===== src/rtl/tlb_pkg.sv =====
package tlb_pkg;

    localparam int VA_W  = 32;
    localparam int OFF_W = 12;
    localparam int VPN_W = VA_W - OFF_W;
    localparam int PPN_W = 18;
    localparam int PA_W  = PPN_W + OFF_W;
    localparam int ASN_W = 8;

    typedef logic [VA_W-1:0]  va_t;
    typedef logic [VPN_W-1:0] vpn_t;
    typedef logic [PPN_W-1:0] ppn_t;
    typedef logic [PA_W-1:0]  pa_t;
    typedef logic [ASN_W-1:0] asn_t;
    typedef logic [OFF_W-1:0] off_t;

    // Part of an entry that takes part in the associative compare
    typedef struct packed {
        logic vld;
        vpn_t vpn;
        asn_t asn;
    } tlb_tag_t;

    // Full cached translation
    typedef struct packed {
        tlb_tag_t tag;
        ppn_t     ppn;
        logic     wr_ok;
        logic     refd;
        logic     dirty;
    } tlb_ent_t;

    // Registered lookup outcome
    typedef struct packed {
        logic vld;
        logic hit;
        logic miss;
        logic fault;
        logic dirty_set;
        pa_t  pa;
    } tlb_rsp_t;

    function automatic pa_t join_pa(ppn_t page, off_t off);
        return {page, off};
    endfunction

endpackage


===== src/rtl/tlb_cam.sv =====
module tlb_cam
    import tlb_pkg::*;
#(
    parameter int N = 32
) (
    input  tlb_tag_t               tags [N],
    input  vpn_t                   vpn,
    input  asn_t                   asn,
    output logic                   hit,
    output logic [$clog2(N)-1:0]   idx
);

    localparam int IDX_W = $clog2(N);

    logic [N-1:0] match;

    for (genvar g = 0; g < N; g++) begin : g_cmp
        assign match[g] = tags[g].vld && (tags[g].vpn == vpn) && (tags[g].asn == asn);
    end

    // Lowest matching index wins; duplicates are not expected
    always_comb begin
        hit = |match;
        idx = '0;
        for (int i = N - 1; i >= 0; i--) begin
            if (match[i]) idx = IDX_W'(i);
        end
    end

endmodule


===== src/rtl/tlb_repl.sv =====
module tlb_repl #(
    parameter int N = 32
) (
    input  logic                 clk,
    input  logic                 rst,
    input  logic [N-1:0]         vld,
    input  logic                 touch_en,
    input  logic [$clog2(N)-1:0] touch_idx,
    output logic [$clog2(N)-1:0] victim
);

    localparam int LVL = $clog2(N);

    // Heap-ordered tree: node k has children 2k and 2k+1, bit 0 unused.
    // A node bit names the side to evict next (0 = lower half).
    logic [N-1:0]   tree_q, tree_d;
    logic [LVL-1:0] tree_vict, free_idx;
    logic           any_free;

    always_comb begin
        logic [LVL:0] node;
        node = (LVL+1)'(1);
        for (int l = 0; l < LVL; l++) begin
            node = {node[LVL-1:0], tree_q[node[LVL-1:0]]};
        end
        tree_vict = node[LVL-1:0];
    end

    always_comb begin
        any_free = ~&vld;
        free_idx = '0;
        for (int i = N - 1; i >= 0; i--) begin
            if (!vld[i]) free_idx = LVL'(i);
        end
    end

    assign victim = any_free ? free_idx : tree_vict;

    always_comb begin
        logic [LVL:0]   node;
        logic [LVL-1:0] path;
        logic           side;
        tree_d = tree_q;
        node   = (LVL+1)'(1);
        path   = touch_idx;
        for (int l = 0; l < LVL; l++) begin
            side = path[LVL-1];
            if (touch_en) tree_d[node[LVL-1:0]] = ~side;
            node = {node[LVL-1:0], side};
            path = path << 1;
        end
    end

    always_ff @(posedge clk) begin
        if (rst) tree_q <= '0;
        else     tree_q <= tree_d;
    end

endmodule


===== src/rtl/tlb_assoc.sv =====
module tlb_assoc
    import tlb_pkg::*;
#(
    parameter int N = 32
) (
    input  logic               clk,
    input  logic               rst,
    input  logic               req_valid,
    input  logic [VA_W-1:0]    req_va,
    input  logic [ASN_W-1:0]   req_asn,
    input  logic               req_write,
    input  logic               flush_all,
    input  logic               fill_valid,
    input  logic [VPN_W-1:0]   fill_vpn,
    input  logic [ASN_W-1:0]   fill_asn,
    input  logic [PPN_W-1:0]   fill_ppn,
    input  logic               fill_wr_ok,
    output logic               rsp_valid,
    output logic [PA_W-1:0]    rsp_pa,
    output logic               rsp_hit,
    output logic               rsp_miss,
    output logic               rsp_fault,
    output logic               rsp_dirty_set
);

    localparam int IDX_W = $clog2(N);

    tlb_ent_t        ents [N];
    tlb_tag_t        tags [N];
    logic [N-1:0]    ent_vld, ent_ref, ent_dirty;

    for (genvar g = 0; g < N; g++) begin : g_view
        assign tags[g]      = ents[g].tag;
        assign ent_vld[g]   = ents[g].tag.vld;
        assign ent_ref[g]   = ents[g].refd;
        assign ent_dirty[g] = ents[g].dirty;
    end

    // Lookup
    logic             lk_hit;
    logic [IDX_W-1:0] lk_idx;
    vpn_t             req_vpn;
    off_t             req_off;

    assign req_vpn = req_va[VA_W-1:OFF_W];
    assign req_off = req_va[OFF_W-1:0];

    tlb_cam #(.N(N)) u_cam (
        .tags (tags),
        .vpn  (req_vpn),
        .asn  (req_asn),
        .hit  (lk_hit),
        .idx  (lk_idx)
    );

    logic fault_c, hit_c, miss_c, dset_c;

    always_comb begin
        fault_c = req_valid && lk_hit && req_write && !ents[lk_idx].wr_ok;
        hit_c   = req_valid && lk_hit && !fault_c;
        miss_c  = req_valid && !lk_hit;
        dset_c  = hit_c && req_write && !ents[lk_idx].dirty;
    end

    // Replacement
    logic [IDX_W-1:0] vict_idx, touch_idx;
    logic             touch_en;

    assign touch_en  = !flush_all && (fill_valid || hit_c);
    assign touch_idx = fill_valid ? vict_idx : lk_idx;

    tlb_repl #(.N(N)) u_repl (
        .clk       (clk),
        .rst       (rst),
        .vld       (ent_vld),
        .touch_en  (touch_en),
        .touch_idx (touch_idx),
        .victim    (vict_idx)
    );

    // Entry storage
    tlb_ent_t new_ent;

    always_comb begin
        new_ent           = '0;
        new_ent.tag.vld   = 1'b1;
        new_ent.tag.vpn   = fill_vpn;
        new_ent.tag.asn   = fill_asn;
        new_ent.ppn       = fill_ppn;
        new_ent.wr_ok     = fill_wr_ok;
    end

    always_ff @(posedge clk) begin
        if (rst) begin
            for (int i = 0; i < N; i++) ents[i] <= '0;
        end else if (flush_all) begin
            for (int i = 0; i < N; i++) ents[i].tag.vld <= 1'b0;
        end else begin
            if (hit_c) begin
                ents[lk_idx].refd <= 1'b1;
                if (req_write) ents[lk_idx].dirty <= 1'b1;
            end
            if (fill_valid) ents[vict_idx] <= new_ent;
        end
    end

    // Registered response
    tlb_rsp_t rsp_d, rsp_q;

    always_comb begin
        rsp_d           = '0;
        rsp_d.vld       = req_valid;
        rsp_d.hit       = hit_c;
        rsp_d.miss      = miss_c;
        rsp_d.fault     = fault_c;
        rsp_d.dirty_set = dset_c;
        rsp_d.pa        = hit_c ? join_pa(ents[lk_idx].ppn, req_off) : '0;
    end

    always_ff @(posedge clk) begin
        if (rst) rsp_q <= '0;
        else     rsp_q <= rsp_d;
    end

    assign rsp_valid     = rsp_q.vld;
    assign rsp_pa        = rsp_q.pa;
    assign rsp_hit       = rsp_q.hit;
    assign rsp_miss      = rsp_q.miss;
    assign rsp_fault     = rsp_q.fault;
    assign rsp_dirty_set = rsp_q.dirty_set;

endmodule


===== config.mk =====
export PLATFORM = sky130hd
export DESIGN_NAME = tlb_assoc
export DESIGN_NICKNAME = d
export VERILOG_FILES = /design/src/rtl/tlb_pkg.sv /design/src/rtl/tlb_cam.sv /design/src/rtl/tlb_repl.sv /design/src/rtl/tlb_assoc.sv
export SDC_FILE = /design/constraint.sdc
export NUM_CORES = 2
export LEC_CHECK = 0
export ABC_AREA = 1
export BUFFER_PORTS_ARGS = -buffer_cell sky130_fd_sc_hd__buf_2
export CORE_UTILIZATION = 40
export CTS_CLUSTER_SIZE = 28
export DETAILED_ROUTE_END_ITERATION = 16
export GPL_ROUTABILITY_DRIVEN = 1
export PLACE_DENSITY_LB_ADDON = 0.12
export SLEW_MARGIN = 20
export SYNTH_ARGS = -nofsm -noshare
export SYNTH_HDL_FRONTEND = slang
export SYNTH_SLANG_ARGS = --single-unit

===== constraint.sdc =====
create_clock -name clk -period 10.25 [get_ports clk]
set_input_delay 0.5125 -clock clk [delete_from_list [all_inputs] [get_ports clk]]
set_output_delay 0.5125 -clock clk [all_outputs]
set_load 0.02 [all_outputs]

# After elaboration in Yosys (flattened, before gate mapping)
# Memory sizes are Yosys's and may differ from the RTL's.
# Cells that the tools add are included.
# op_classes
bitwise_logic	38
n_eq_ne	64
n_div	0
shift	0
n_addsub	0
order_cmp	12
mux	147
n_mul	0
n_reduce_logical	87
# op_table
cell	count
$eq A20 B20 Y1	32
$mux W5	68
$eq A8 B8 Y1	32
$bwmux W32	4
$mux W32	4
$mux W50	2
$reduce_or A50 Y1	2
$logic_and A1 B1 Y1	76
$mux W1	60
$or A1 B1 Y1	32
$reduce_and A32 Y1	1
$reduce_or A32 Y1	1
$lt A2 B6 Y1 const B	2
$lt A3 B6 Y1 const B	2
$lt A4 B6 Y1 const B	2
$lt A5 B6 Y1 const B	2
$not A1 Y1	6
$ge A5 B1 Y1 const B	1
$logic_not A1 Y1	5
$bmux W1 S4	1
$demux W1 S4	1
$ge A4 B1 Y1 const B	1
$mux W4	1
$bmux W1 S3	1
9 further kinds	9
# word_totals
memories	1
rom_bits	0
ram_bits	1600
latchBits	0
register_bits	67
out_inout_bits	35
word_cells	356
inputBits	93
# mem_list
memory	depth	width	read_ports	rd_clocked_by_memory_dff	write_ports	line_no	source
ents	32	50	33	0	32	tlb_assoc.sv:28	tlb_ent_t ents [N];

# Logic depth before layout (Yosys ltp)
# An unclocked memory read counts as a cell.
# depth
ltp_word	52
depth_mapped	57
ltp_nobuf	56

# By module
# Synthesis repeated with hierarchy kept, for this count alone.
# hier_totals
cells_unflattened	7126
area_unflattened_um2	73978.5
# modules_own_cells
mod	instances	seq_area_each_um2	cells_per_inst	area_each_um2
tlb_assoc	1	47145.2	4793	60646.9
tlb_cam	1	0.0	2053	11533.6
tlb_repl	1	620.6	280	1798.0

# Worst setup path before layout
# No wires, ideal clock.
# synth_timing
path_type	register -> register
from	register u_repl.tree_q[1]
to	memory ents[27][10] (netlist name) (enable)
path_buffers	3
path_slack_ns	5.696
setup_ns	0.576
required_time_ns	9.674
synth_period_minus_slack_ns	4.554
path_stages_with_launch	25
t_arrival_ns	3.978
cell_sequence	dfxtp_1 -> inv_1 -> nand2_1 -> nand2_1 -> inv_1 -> nand3_1 -> nand3_1 -> inv_1 -> clkbuf_1 -> nand2_1 -> o211ai_1 -> nand3_1 -> nand2_1 -> clkbuf_1 -> a21oi_1 -> o21ai_0 -> nand3_1 -> nand3_1 -> nand2_1 -> a22o_1 -> nand2_1 -> nor2_1 -> inv_2 -> clkbuf_1 -> nand2_1
# synth_rtl
item	line_no	source
from (decl)	tlb_repl.sv:16	logic [N-1:0] tree_q, tree_d;
from (signal assigned)	tlb_repl.sv:56	else tree_q <= tree_d;
to (decl)	tlb_assoc.sv:28	

# Worst setup path after layout
# layout_timing
from	input req_va[27]
to	register, netlist name rsp_pa[24]
# layout_via
elab_chain_len	42
elab_cells_between_ends	138
classes_between	eq/ne (32); mux (32); bitwise (1); reduce/logical (72); memory (1)
# layout_lines
item	line_no	source
from (decl)	tlb_assoc.sv:9	input logic [VA_W-1:0] req_va,
$eq A20 B20 Y1	tlb_cam.sv:18	assign match[g] = tags[g].vld && (tags[g].vpn == vpn) && (tags[g].asn == asn);
$logic_and A1 B1 Y1 (2 in a row)	tlb_cam.sv:18	
$mux W5 (32 in a row)	tlb_cam.sv:26	if (match[i]) idx = IDX_W'(i);
$mem_v2 Z32 W50	--	
$logic_not A1 Y1	tlb_assoc.sv:59	fault_c = req_valid && lk_hit && req_write && !ents[lk_idx].wr_ok;
$logic_and A1 B1 Y1	tlb_assoc.sv:59	
$logic_not A1 Y1	tlb_assoc.sv:60	hit_c = req_valid && lk_hit && !fault_c;
$logic_and A1 B1 Y1	tlb_assoc.sv:60	
$not A1 Y1 (no line)	--	
$reduce_or A2 Y1 (no line)	--	
# Parallel ways exist; a longest one is shown, timed or not.
# A chain may end at the register's enable or synchronous reset.

==> qor.txt <==
Outcome - finished clean
Via/cell ratio - 6.03
R2R Path Start - u_repl.tree_q[1]
Placed instance count - 9,361
FF-to-FF setup slack - 3460 ps
Total CTS buffers - 177
WHS Endpoint - rsp_valid
Total die area - 187,000 um^2
TritonRoute pass-1 iters - 6
Endpoints failing hold - 0
Routability Congestion - 0.906
IO buf count - 127
I/O pin cnt - 128
Setup Skew - 27.6 ps
Worst path bufs/invs - 4
Die height - 433 um
TritonCTS clock tree - built
DP HPWL - 173,000 um
Setup_tns - 0 ps
Layout area overhead - 11.1%
Maxcap violations - 0
GRT overflow - 0
Comb pwr share - 7.0%
Core box area - 184,000 um^2
Hold WC Path Type - primary input to flop
YS warnings - 0
Crit path arrival time - 7890 ps
First-pass GRT wire length - 426,000 um
Fmax - 0.138 GHz
Initial antenna violation count - 13
Clock share of power - 42.0%
Vias post-DR - 58,500
Main synth FF type - edfxtp_1
Starting Density - 40.4%
Post-synth EDFFs - 1,504
Row count - 157
Hold Path Depth - 2
Async S/R FF share, synth - 0%
Slew Viols, Final - 0
Finished Layout Cells - 9,699
RSZ-0062 raised after global routing - false
Worst setup SP type - primary input
Slew headroom - 24.9%
Synth top area share - 60.8%
Commonest cells post-synth - nor2_1, edfxtp_1, nand2_1, clkbuf_1, inv_1
Die X - 433 um
Post-CTS setup buffers - 0
Fill count - 17,300
CP endpoint kind - flop
Clock-pin slew on the worst setup and hold paths - 60 ps
Delay-heaviest family, CP - simple AND/OR/NAND/NOR gates
Sequential power share - 51.0%
Worst path required time - 10,900 ps
Routed wire length - 311,000 um
Critical-path maximum fanout - 155
Mean Syn Cell Area - 10.3 um^2
Cell Int Power - 0.0114 W
WL/cell - 32.0 um
Final Power - 0.0151 W
Post-layout min period - 7240 ps
H-tree lvl count - 4
Cell Area, Synth - 74,300 um^2
Max VDD drop - 0.139 mV
Drt initial violations - 8,796
Main area contributors after synthesis - edfxtp_1, nor2_1, nand2_1, dfxtp_1, clkbuf_1
Count leader, synth - nor2_1
Share of cells above drive strength 1 - 10.2%
Switching portion of total power - 24.7%
Final setup viols - 0
WS Path Type - primary input to flop
Final setup margin - 3010 ps
Sw Pwr - 0.00372 W
Critical path's slowest cell - nor4_1
Clk buf depth - 3
Most frequent CP cell - nand2_1
Hold_ws - 101 ps
Cell taking the most area after synthesis - edfxtp_1
RR Endpoint - ents[24][36]
Final period util - 70.6%
Reg2reg path depth - 24
All-Layer GR Usage - 32.6%
Cells after synthesis - 7,181
Synthesized net count - 7,274
Actual slew at the worst max-slew pin - 1130 ps
Nets - 7,182
Largest net degree at the start of global routing - 156
Crit-path max cell delay - 860 ps
P_leak - 29.9 nW
Register bit total from synthesis - 1,634
Distinct cells, synth - 60
Register area share after synthesis - 64.3%
P per Cell Area - 183 nW/um^2
CTS root buffer - clkbuf_16
Insertion delay to the later sink of the worst-skew pair - 830 ps
Min-Delay Startpoint - rst
Vias in the first global route - 54,600
DRT antenna net count - 0
DR DRC count - 0
Clk sink count - 1,634
Setup Slack @ Placement - 2320 ps
cell families (layout without fill, tap and decap cells):
family	count (synthesis)	after routing	synth area share, %
AND/OR/NAND/NOR	3463	3463	19.3
flip-flops	1634	1634	64.3
buffers and inverters	937	989	5.34
AO/OA/AOI/OAI	909	909	8.26
XOR/XNOR	238	238	2.81
other	0	2	0
per-stage QoR:
step,area [um^2],utilization [%]
2_1_floorplan,74300,-
3_3_place_gp,76800,41.8
3_5_place_dp,76800,41.8
4_1_cts,82500,44.9
5_1_grt,82500,44.9
6_report,82500,44.9
repair_timing:
item                                    CTS  global route
hold buffers                             13             0
endpoints found under the setup margin    0             0
hold endpoints to repair                 14             0
gates resized for setup                   0             0
sequential cells by signal, indices dropped and copies added (netlist names):
register	flops
u_repl.tree_q	31
rsp_pa	30
rsp_miss	1
rsp_hit	1
rsp_fault	1
rsp_dirty_set	1
ents	1568
rsp_valid	1
how the worst max path moves through the flow:
stage                           from  cells past startpoint  slack (ps)           end
floorplan           u_repl.tree_q[1]                     24        5700  ents[27][10]
global placement          req_va[27]                     34        2300    rsp_pa[14]
global route              req_va[14]                     42        2860    rsp_pa[14]
detailed placement        req_va[27]                     34        2320    rsp_pa[14]
CTS                       req_va[27]                     34        3170    rsp_pa[14]
finish                    req_va[27]                     34        3010    rsp_pa[24]
power by group through the flow:
stage               Sequential (W)  Combinational [W]  Clock [W]
global route               0.00771            0.00108    0.00659
detailed placement         0.00782            0.00103          0
CTS                        0.00768            0.00103    0.00636
global placement           0.00782            0.00103          0
finish                     0.00768            0.00106    0.00633
floorplan                  0.00777           0.000560          0
layout make-up:
| type | instances | area, um^2 | area share [%] |
|---|---|---|---|
| inverters | 359 | 1390 | 1.68 |
| flip-flops and latches | 1634 | 47800 | 57.9 |
| multi-input cells | 4610 | 22600 | 27.4 |
| diodes | 2 | 5.00 | 0.00606 |
| clock buffers | 240 | 4950 | 6.00 |
| clock inverters | 83 | 637 | 0.772 |
| well taps | 2464 | 3080 | 3.74 |
| repair buffers | 307 | 2040 | 2.48 |
cell usage in the layout (no fill, tap or decap), types with 96 or more instances in the layout:
cell type,netlist,routed
nand3_1,283,283
a41oi_1,144,144
nand2_1,1109,1076
buf_2,104,127
clkbuf_16,0,182
xnor2_1,142,142
o22ai_1,180,180
xor2_1,96,96
buf_4,31,165
dfxtp_1,130,130
inv_1,286,248
nor4_1,112,112
o21ai_0,236,235
edfxtp_1,1504,1504
nor2_1,1755,1755
routing by layer:
metal	global-route usage (%)	up-vias	share of wire (%)
met5	0	-	0.0087
met4	15.6	4	5.5
met3	5.61	800	10
met2	52.2	3748	46
met1	42.8	29200	39
li1	-	24700	-
No activity file was read; power rests on OpenSTA's default activity.
